==> config.mk <==
export PLATFORM = sky130hd
export DESIGN_NAME = ext_irq_sense
export DESIGN_NICKNAME = d
export VERILOG_FILES = /design/src/rtl/eirq_pkg.sv /design/src/rtl/eirq_sync.sv /design/src/rtl/eirq_startup.sv /design/src/rtl/eirq_chan.sv /design/src/rtl/ext_irq_sense.sv
export SDC_FILE = /design/constraint.sdc
export NUM_CORES = 1
export LEC_CHECK = 0
export BUFFER_PORTS_ARGS = -buffer_cell sky130_fd_sc_hd__buf_2
export CAP_MARGIN = 20
export CORE_ASPECT_RATIO = 1.4
export CORE_UTILIZATION = 39
export CTS_BUF_LIST = sky130_fd_sc_hd__clkbuf_4 sky130_fd_sc_hd__clkbuf_8
export DETAILED_ROUTE_END_ITERATION = 16
export SYNTH_ARGS = -nofsm -noshare
export SYNTH_HDL_FRONTEND = slang
export SYNTH_HIERARCHICAL = 1
export SYNTH_SLANG_ARGS = --single-unit
==> constraint.sdc <==
create_clock -name clk_i -period 3.64 [get_ports clk_i]
set_clock_uncertainty 0.1 [all_clocks]
set_input_delay 0.364 -clock clk_i [delete_from_list [all_inputs] [get_ports clk_i]]
set_output_delay 0.364 -clock clk_i [all_outputs]
set_load 0.005 [all_outputs]
==> src/rtl/eirq_pkg.sv <==
package eirq_pkg;
  typedef enum logic [1:0] {
    SENSE_LOW  = 2'b00,
    SENSE_ANY  = 2'b01,
    SENSE_FALL = 2'b10,
    SENSE_RISE = 2'b11
  } sense_e;

  localparam logic [1:0] ADDR_MODE = 2'd0;
  localparam logic [1:0] ADDR_EN   = 2'd1;
  localparam logic [1:0] ADDR_FLAG = 2'd2;
endpackage

==> src/rtl/eirq_sync.sv <==
module eirq_sync #(
  parameter int STAGES = 2
) (
  input  logic clk_i,
  input  logic rst_ni,
  input  logic hold_i,
  input  logic d_i,
  output logic q_o
);
  logic [STAGES-1:0] stg_q;

  for (genvar s = 0; s < STAGES; s++) begin : g_stg
    always_ff @(posedge clk_i or negedge rst_ni) begin
      if (!rst_ni)      stg_q[s] <= 1'b1;
      else if (!hold_i) stg_q[s] <= (s == 0) ? d_i : stg_q[(s == 0) ? 0 : s-1];
    end
  end

  assign q_o = stg_q[STAGES-1];
endmodule

==> src/rtl/eirq_startup.sv <==
module eirq_startup #(
  parameter int CNT_W = 8
) (
  input  logic             clk_i,
  input  logic             rst_ni,
  input  logic             sleep_i,
  input  logic [CNT_W-1:0] delay_i,
  output logic             mask_o
);
  logic             sleep_q;
  logic [CNT_W-1:0] cnt_q;

  always_ff @(posedge clk_i or negedge rst_ni) begin
    if (!rst_ni) begin
      sleep_q <= 1'b0;
      cnt_q   <= '0;
    end else begin
      sleep_q <= sleep_i;
      if (sleep_q && !sleep_i) cnt_q <= delay_i;
      else if (cnt_q != '0)    cnt_q <= cnt_q - 1'b1;
    end
  end

  assign mask_o = sleep_i | sleep_q | (cnt_q != '0);
endmodule

==> src/rtl/eirq_chan.sv <==
module eirq_chan
  import eirq_pkg::*;
#(
  parameter int SYNC_STAGES = 2
) (
  input  logic   clk_i,
  input  logic   rst_ni,
  input  sense_e mode_i,
  input  logic   en_i,
  input  logic   pin_i,
  input  logic   hold_i,
  input  logic   lvl_mask_i,
  input  logic   clr_i,
  output logic   set_o,
  output logic   flag_o,
  output logic   irq_o,
  output logic   wake_o
);
  logic pin_s, prev_q, flag_q;

  function automatic logic edge_hit(sense_e m, logic cur, logic old);
    case (m)
      SENSE_ANY:  return cur ^ old;
      SENSE_FALL: return old & ~cur;
      SENSE_RISE: return ~old & cur;
      default:    return 1'b0;
    endcase
  endfunction

  eirq_sync #(.STAGES(SYNC_STAGES)) u_sync (
    .clk_i (clk_i),
    .rst_ni(rst_ni),
    .hold_i(hold_i),
    .d_i   (pin_i),
    .q_o   (pin_s)
  );

  always_ff @(posedge clk_i or negedge rst_ni) begin
    if (!rst_ni)      prev_q <= 1'b1;
    else if (!hold_i) prev_q <= pin_s;
  end

  assign set_o = !hold_i && edge_hit(mode_i, pin_s, prev_q);

  // set has priority over any clear source
  always_ff @(posedge clk_i or negedge rst_ni) begin
    if (!rst_ni)     flag_q <= 1'b0;
    else if (set_o)  flag_q <= 1'b1;
    else if (clr_i)  flag_q <= 1'b0;
  end

  assign flag_o = flag_q;
  assign irq_o  = en_i & ((mode_i == SENSE_LOW) ? (~pin_s & ~lvl_mask_i) : flag_q);
  // raw pad vs held sample: usable with the clock stopped
  assign wake_o = hold_i & en_i &
                  ((mode_i == SENSE_LOW) ? ~pin_i : edge_hit(mode_i, pin_i, prev_q));
endmodule

==> src/rtl/ext_irq_sense.sv <==
module ext_irq_sense
  import eirq_pkg::*;
#(
  parameter int NUM_PINS    = 2,
  parameter int DATA_W      = 8,
  parameter int CNT_W       = 8,
  parameter int SYNC_STAGES = 2
) (
  input  logic                clk_i,
  input  logic                rst_ni,
  input  logic [NUM_PINS-1:0] pin_i,
  input  logic                sleep_i,
  input  logic [CNT_W-1:0]    wake_delay_i,
  input  logic                reg_we_i,
  input  logic [1:0]          reg_addr_i,
  input  logic [DATA_W-1:0]   reg_wdata_i,
  output logic [DATA_W-1:0]   reg_rdata_o,
  input  logic [NUM_PINS-1:0] ack_i,
  output logic [NUM_PINS-1:0] irq_o,
  output logic                wake_o
);
  localparam int MODE_W = 2 * NUM_PINS;

  logic [MODE_W-1:0]   mode_q;
  logic [NUM_PINS-1:0] en_q, flag_q, edge_set, clr, wake_pin;
  logic                lvl_mask;
  logic                unused_wdata;

  assign unused_wdata = ^reg_wdata_i;

  always_ff @(posedge clk_i or negedge rst_ni) begin
    if (!rst_ni) begin
      mode_q <= '0;
      en_q   <= '0;
    end else if (reg_we_i) begin
      if (reg_addr_i == ADDR_MODE) mode_q <= reg_wdata_i[MODE_W-1:0];
      if (reg_addr_i == ADDR_EN)   en_q   <= reg_wdata_i[NUM_PINS-1:0];
    end
  end

  assign clr = ack_i |
               ((reg_we_i && reg_addr_i == ADDR_FLAG) ? reg_wdata_i[NUM_PINS-1:0] : '0);

  always_comb begin
    reg_rdata_o = '0;
    case (reg_addr_i)
      ADDR_MODE: reg_rdata_o[MODE_W-1:0]   = mode_q;
      ADDR_EN:   reg_rdata_o[NUM_PINS-1:0] = en_q;
      ADDR_FLAG: reg_rdata_o[NUM_PINS-1:0] = flag_q;
      default:   reg_rdata_o = '0;
    endcase
  end

  eirq_startup #(.CNT_W(CNT_W)) u_startup (
    .clk_i  (clk_i),
    .rst_ni (rst_ni),
    .sleep_i(sleep_i),
    .delay_i(wake_delay_i),
    .mask_o (lvl_mask)
  );

  for (genvar n = 0; n < NUM_PINS; n++) begin : g_pin
    eirq_chan #(.SYNC_STAGES(SYNC_STAGES)) u_chan (
      .clk_i     (clk_i),
      .rst_ni    (rst_ni),
      .mode_i    (sense_e'(mode_q[2*n +: 2])),
      .en_i      (en_q[n]),
      .pin_i     (pin_i[n]),
      .hold_i    (sleep_i),
      .lvl_mask_i(lvl_mask),
      .clr_i     (clr[n]),
      .set_o     (edge_set[n]),
      .flag_o    (flag_q[n]),
      .irq_o     (irq_o[n]),
      .wake_o    (wake_pin[n])
    );
  end

  assign wake_o = |wake_pin;
endmodule

== Yosys cells after proc, flatten, opt, wreduce, memory -nomap -nowiden ==
Cells that the tools add are included.

* Add/subtract/negate cells: 1
* $mul: 0
* Divide/modulo/power cells: 0
* $lt $le $gt $ge: 0
* Equal/unequal tests: 8
* Shifts and indexed selects: 0
* Muxes and demuxes: 17
* Bitwise logic cells: 30
* Reductions and logical operators: 15

{| class="wikitable"
|+ Operator list
! operator !! count
|-
| $and A1 B1 Y1 || 16
|-
| $mux W8 || 2
|-
| $pmux W1 S3 || 4
|-
| $eq A2 B2 Y1 const B || 5
|-
| $mux W1 || 8
|-
| $reduce_bool A8 Y1 || 1
|-
| $sub A8 B1 Y8 const B || 1
|-
| $not A1 Y1 || 7
|-
| $eq A2 B1 Y1 const B || 3
|-
| $logic_not A2 Y1 || 3
|-
| $pmux W2 S3 || 1
|-
| $reduce_bool A2 Y1 || 3
|-
| $logic_and A1 B1 Y1 || 4
|-
| $mux W2 || 2
|-
| $reduce_and A2 Y1 || 2
|-
| $xor A1 B1 Y1 || 4
|-
| $or A1 B1 Y1 || 2
|-
| $or A2 B2 Y2 || 1
|-
| $reduce_or A2 Y1 || 1
|-
| $logic_not A1 Y1 || 1
|}

* Register bits after elaboration: 23
* Latch bits: 0
* Memory bits (writable): 0
* Memory bits (read-only): 0
* Input bits: 26
* Memories kept: 0

== Depth between registers and ports, before layout ==
Gate-level depths: netlist of run 1.

* Word-level depth: 6
* Depth in mapped cells: 6
* Depth with buffers taken out: 6

== Hierarchy ==
Netlist of run 1, hierarchy kept.

{| class="wikitable"
|+ By module, submodules not included
! module !! times used !! cells each !! area each (sq um) !! sequential area each (sq um)
|-
| eirq_startup || 1 || 57 || 544.3 || 225.2
|-
| eirq_chan || 2 || 25 || 214.0 || 51.3
|-
| ext_irq_sense || 1 || 30 || 374.1 || 150.1
|-
| eirq_sync || 2 || 4 || 75.1 || 52.6
|}

== Least setup slack after synthesis of run 1 ==
OpenSTA, ideal clock, no wires.

* Path kind: register -> output
* From: register u_startup.cnt_q[0]
* To: output irq_o[0]
* Data arrival time: 2.228 ns
* Setup slack: 0.948 ns
* Cell stages (with the launch flop): 7
* Path buffers: 0
* Cells stage by stage: dfrtp_1 -> inv_1 -> ha_1 -> or4b_4 -> or4_1 -> or4_1 -> a21boi_1

* Word-level cells in the longest chain between the ends: 6

{| class="wikitable"
|+ RTL lines
! element !! RTL line !! RTL
|-
| start, declared || eirq_startup.sv:11 || <nowiki>logic [CNT_W-1:0] cnt_q;</nowiki>
|-
| start signal, assigned || eirq_startup.sv:19 || <nowiki>if (sleep_q && !sleep_i) cnt_q <= delay_i;</nowiki>
|-
| start signal, assigned || eirq_startup.sv:20 || <nowiki>else if (cnt_q != '0) cnt_q <= cnt_q - 1'b1;</nowiki>
|-
| $reduce_bool A8 Y1 || eirq_startup.sv:24 || <nowiki>assign mask_o = sleep_i | sleep_q | (cnt_q != '0);</nowiki>
|-
| $or A1 B1 Y1 || eirq_startup.sv:24 ||
|-
| net lvl_mask || ext_irq_sense.sv:26 || <nowiki>logic lvl_mask;</nowiki>
|-
| $not A1 Y1 || eirq_chan.sv:53 || <nowiki>assign irq_o = en_i & ((mode_i == SENSE_LOW) ? (~pin_s & ~lvl_mask_i) : flag_q);</nowiki>
|-
| $and A1 B1 Y1 || eirq_chan.sv:53 ||
|-
| $mux W1 || eirq_chan.sv:53 ||
|-
| $and A1 B1 Y1 || eirq_chan.sv:53 ||
|-
| end, declared || ext_irq_sense.sv:19 || <nowiki>output logic [NUM_PINS-1:0] irq_o,</nowiki>
|}

The timed path passes the listed nets, and every way through them passes these cells.

== Worst setup path after layout of run 1 ==
Same ends and word-level chain as after synthesis.

==> results.toml, run 1 <==
[route]
antenna_left = 0
routed_wl_um = 2780
routed_via_density = 5.50
wl_per_cell_um = 13.0
dr.pass1.iters = 4
first_iter_violations = 29
vias = 1176
drc_errors = 0

[cts]
tritoncts = "built"
root_buffer = "clkbuf_8"
clkSinkCount = 23
cts.clk_slew.worst_paths_ns = 0.08
post-cts-setup-buffers = 0
clk_latency_ns = 0.26
ctsLongestPathBuffers = 2
cts-buffers-inserted = 3
htreeDepth = 1

[timing]
tightest_slew_ns = 0.847
setup_viol_count_final = 0
setup_tns_ns = 0
fin_crit_ns = 3.23
hold_violations = 0
fin_crit_sh = 0.888
max_freq_mhz = 309
final-max-slew-violation-count = 0
grt_setup_unrepaired = "false"
relSlewSlack = 0.428

[run_status]
status = "complete, no violations"

[layout]
fin_area_sq_mm = 0.00170
final_nets = 209
antenna_cells = 0
fillCellCount = 371
area.growth.synth_to_final_pct = 14.4
final_layout_size_suffix_gt1_frac = 0.337

[worst_setup_path]
arrival_ns = 2.77
required_ns = 3.18
cpMostUsedCell = "or4_1"
ff2ff_setup_slack_ns = 1.65
critPathCaptureType = "output port"
cp_cell_sequence = "inv_1, ha_1, or4b_4, or4_1, or4_1, a21boi_1, buf_2"
slowest_delay_ns = 0.53
regToRegStartpoint = "u_startup/cnt_q[0]"
path_class = "register to output port"
crit_end = "irq_o[0]"
cp_slowest_cell = "or4_1"
r2r-end = "u_startup/cnt_q[5]"
startpoint_type = "register"
critPathLaunch = "u_startup/cnt_q[0]"
crit_fanout = 4
reg2reg_depth = 5

[power_and_ir_drop]
total_power_mw = 0.737
p_leak_nw = 0.767
ir_drop_v = 0.000189
p_per_area_mw_per_mm2 = 433

[floorplan]
io_pins = 37
die-area_sq_mm = 0.00407
die_h_um = 75.1
core_sq_mm = 0.00364
fp-row-count = 26
initial_core_util = 0.409
die_w_um = 54.2

[grt]
grt_pass1_wl_um = 4730
grt_start_max_net_pins = 24
grt-ovfl-total = 0
gr-usage-all-layers = 0.158
grt_pass1_vias = 1155
antenna_found_initial = 0

[place]
placedInstanceArea_sq_mm = 0.00164
port-buffer-count = 28
gp_congestion = 0.792
dp_hpwl_um = 2190

[synth]
synthCells = 143
syn_area_sq_mm = 0.00149
ys_warn_count = 6
syn_avg_cell_area_sq_um = 10.4

[hold_path]
hold_path.class = "input port to register"

[job]
cap_viol_max_count = 0
[worst min-delay path by stage]
stage	slack, ns	depth (start not counted)	from	end
2_1_floorplan	-0.03	0	rst_ni	en_q[0]
3_3_place_gp	0.26	1	rst_ni	mode_q[2]
3_5_place_dp	0.27	1	rst_ni	mode_q[2]
4_1_cts	0.23	2	reg_wdata_i[3]	mode_q[3]
5_1_grt	0.23	2	reg_wdata_i[3]	mode_q[3]
6_report	0.23	2	reg_wdata_i[3]	mode_q[3]
[repair_timing]
action,in CTS,in global routing
hold buffers,1,0
hold endpoints to repair,17,0
resized for setup,0,0
[report_power, final]
part           switching [mW]  internal (mW)  total, mW
registers              0.0615          0.312      0.374
clock network          0.0756         0.0853      0.161
logic                  0.0924          0.110      0.202
[stage by stage]
| stage | utilization | hold WS (ns) | cells | setup slack, ns |
|---|---|---|---|---|
| floorplan | - | -0.0316 | 146 | 0.948 |
| global placement | 0.451 | 0.262 | 209 | 0.720 |
| detailed placement | 0.451 | 0.274 | 209 | 0.691 |
| CTS | 0.467 | 0.230 | 214 | 0.387 |
| global route | 0.467 | 0.226 | 214 | 0.253 |
| finish | 0.467 | 0.234 | 214 | 0.408 |
[sequential cells by signal, summed over array words and instances (netlist names)]
signal and count:
en_q 2, g_pin.u_chan/flag_o 2, u_startup/sleep_q 1, u_startup/cnt_q 8, mode_q 4, g_pin.u_chan/prev_q 2, g_pin.u_chan/u_sync/stg_q 2, g_pin.u_chan/u_sync/q_o 2
[per-layer routing]
layer	GRT usage	up-vias	share of wire
li1	-	582	-
met1	0.172	563	0.42
met2	0.298	29	0.53
met3	0.0242	2	0.049
met4	0.0541	0	0.0058
met5	0	-	0
[layout by cell type, fill, tap and decap left out, types with 2 or more instances in the layout]
cell type   n
buf_2      28
dfrtp_1    17
mux2_2     12
inv_1      10
ha_1       10
o21ai_0     8
nor2_1      8
mux2i_1     6
nand2_1     6
dfstp_2     6
a31oi_1     5
nor3b_1     4
conb_1      4
or4_1       4
clkbuf_8    3
a21oi_1     3
o2bb2ai_1   2
a31o_2      2
or2_2       2
a21boi_1    2
a211oi_1    2
o22ai_1     2
nand2b_1    2
nor2b_1     2
a211o_1     2
o211ai_1    2
nand4_1     2
o211a_1     2
[area by class of cell]
type	instances	area [sq um]	area share
inverters	10	37.5	0.0220
repair buffers	29	150	0.0882
well taps	42	52.6	0.0309
clock buffers	4	48.8	0.0287
flip-flops and latches	23	583	0.342
multi-input cells	106	831	0.488
[worst max-delay path, delay by kind of cell, from the launching register on]
family | cells | cell delay [ns]
flops | 1 | 0.41
fa+ha+maj | 1 | 0.20
simple gates | 3 | 1.50
compound gates | 1 | 0.16
buf+inv | 2 | 0.24
No activity file was read; power rests on OpenSTA's default activity.
==> inputs of run 2 (changes only) <==
Settings changed: SYNTH_HIERARCHICAL 1 to default.
==> run 2 against run 1 <==
Against the previous run:
- critical path depth fell by 1
- combinational power rose by 11%
- utilization is 0.72 points lower
- sequential cell count unchanged
- final cell count rose by 3.3%
- sequential share of layout area grew 0.23 points
- critical path type unchanged
- largest cell class unchanged
==> results.toml, run 2 <==
[run_status]
status = "complete, no violations"

[synth]
yosys.area_share.simple = 0.187
synthMuxAreaShare = 0.111
synthArstFlopShare = 1.00
syn_avg_cell_area_sq_um = 9.63
synth_top_family_by_area = "simple AND/OR/NAND/NOR gates"
seq_area_frac_synth = 0.388
synth_cell_types = 42
syn_area_sq_mm = 0.00150
synth-edff-count = 0
synth_seq_cells = 23
synth-compound-area-share = 0.142
synthXorXnorAreaFrac = 0.00583
synthCells = 156
synth_commonest_cells = "dfrtp_1 (17), o21ai_0 (15), inv_1 (13)"
synth_area_leaders = "dfrtp_1 (28%), dfstp_2 (10%), ha_1 (8.3%)"
synth_fa_ha_area_frac = 0.0833
synthFlopType = "dfrtp_1"
synth_top_area_cell = "dfrtp_1"
synth.most_common_cell = "dfrtp_1"
synth_top_area_frac = 0.283
ys_warn_count = 0

[layout]
largest_reg_flops = 8
final_cell_mix = "buf_2 (28), dfrtp_1 (17), o21ai_0 (15)"
fillCellCount = 367
area.growth.synth_to_final_pct = 12.6
largestRegisters = "u_startup.cnt_q (8), mode_q (4)"
final_nets = 216
layout_commonest_cell = "buf_2"
antenna_cells = 0
largest-register = "u_startup.cnt_q"
final_layout_size_suffix_gt1_frac = 0.291

[power_and_ir_drop]
p_leak_nw = 0.758
ir_drop_v = 0.000256
p_per_area_mw_per_mm2 = 470

[route]
drc_errors = 0
dr.pass1.iters = 4
wl_per_cell_um = 15.4
routed_via_density = 5.40
vias = 1193
first_iter_violations = 32
routed_wl_um = 3400
antenna_left = 0

[job]
cap_viol_max_count = 0

[worst_setup_path]
slowest_delay_ns = 0.47
cp_cell_sequence = "inv_1, ha_1, or4b_1, or4_1, a21boi_1, buf_2"
reg2reg_depth = 5
regToRegStartpoint = "u_startup.cnt_q[0]"
ff2ff_setup_slack_ns = 1.66
required_ns = 3.18
cp_slowest_cell = "or4_1"
r2r-end = "u_startup.cnt_q[1]"
critPathLaunch = "u_startup.cnt_q[0]"
crit_fanout = 7
path_class = "register to output port"
arrival_ns = 2.29
critPathCaptureType = "output port"
crit_end = "irq_o[1]"
startpoint_type = "register"

[grt]
grt_pass1_wl_um = 5330
gr-usage-all-layers = 0.183
grt-ovfl-total = 0
grt_pass1_vias = 1207
antenna_found_initial = 0
grt_start_max_net_pins = 24

[floorplan]
initial_core_util = 0.409
die-area_sq_mm = 0.00411
fp-row-count = 26
die_h_um = 75.4
core_sq_mm = 0.00368
io_pins = 37
die_w_um = 54.5

[timing]
hold_violations = 0
max_freq_mhz = 363
relSlewSlack = 0.644
grt_setup_unrepaired = "false"
setup_tns_ns = 0
setup_viol_count_final = 0
final-max-slew-violation-count = 0
fin_crit_ns = 2.75
hold_ws_ns = 0.188
tightest_slew_ns = 0.534
fin_crit_sh = 0.757

[cts]
ctsLongestPathBuffers = 2
root_buffer = "clkbuf_8"
clk_latency_ns = 0.26
clkSinkCount = 23
cts.clk_slew.worst_paths_ns = 0.08
cts-buffers-inserted = 3
htreeDepth = 1
tritoncts = "built"

[place]
dp_hpwl_um = 2610
gp_congestion = 0.709
port-buffer-count = 28

[hold_path]
hold_path.class = "input port to register"
hold_start = "ack_i[1]"
[run 2: final cells by class]
| cell class | count | area (sq um) | area share |
|---|---|---|---|
| multi-input cells | 110 | 808 | 0.478 |
| clock buffers | 4 | 48.8 | 0.0288 |
| well taps | 42 | 52.6 | 0.0311 |
| flip-flops and latches | 23 | 583 | 0.345 |
| inverters | 13 | 48.8 | 0.0288 |
| repair buffers | 29 | 150 | 0.0888 |
[run 2: timing repair]
| item | in CTS | in global routing |
|---|---|---|
| gates resized for setup | 0 | 0 |
| setup buffers | 0 | 0 |
| hold endpoints to repair | 17 | 0 |
| hold buffers | 1 | 0 |
[run 2: how the worst min path moves through the flow]
stage                        endpoint  cells past startpoint
2_1_floorplan                 en_q[0]                      0
3_3_place_gp       u_startup.cnt_q[0]                      1
3_5_place_dp       u_startup.cnt_q[2]                      1
4_1_cts        g_pin[1].u_chan.flag_o                      2
5_1_grt        g_pin[0].u_chan.flag_o                      2
6_report       g_pin[1].u_chan.flag_o                      2
[run 2: routing by layer]
layer	share of wire	vias to the layer above	GRT usage
met5	0	-	0
met4	0.031	0	0.0940
met3	0.032	8	0.0279
met2	0.54	27	0.340
met1	0.40	571	0.190
li1	-	587	-
[run 2: metrics by stage]
stage	utilization	instances	power [mW]	setup slack [ns]	instance area [sq um]
6_report	0.460	221	0.795	0.886	1690
2_1_floorplan	-	159	0.551	1.38	1510
3_3_place_gp	0.444	216	0.613	1.20	1630
5_1_grt	0.460	221	0.848	0.791	1690
3_5_place_dp	0.444	216	0.632	1.18	1630
4_1_cts	0.460	221	0.804	0.877	1690
[run 2: kinds of logic (layout without fill, tap and decap cells)]
kind of cell | after synthesis | after routing
flops | 23 | 23
fa+ha+maj | 10 | 10
mux | 13 | 13
compound gates | 34 | 34
xor+xnor | 1 | 1
other cells | 1 | 4
simple gates | 48 | 48
buf+inv | 26 | 46
[run 2: power by group]
group	switching [mW]	leakage, nW	internal (mW)	total [mW]
clock network	0.0825	0.0262	0.0856	0.168
registers	0.0863	0.263	0.317	0.403
logic	0.105	0.469	0.119	0.224
total	0.274	0.758	0.521	0.795
[run 2: critical path, delay by kind of cell, from the launching register on]
family          cells  cell delay (ns)
flops               1             0.46
buf+inv             2             0.25
compound gates      1             0.18
fa+ha+maj           1             0.21
simple gates        2             0.93
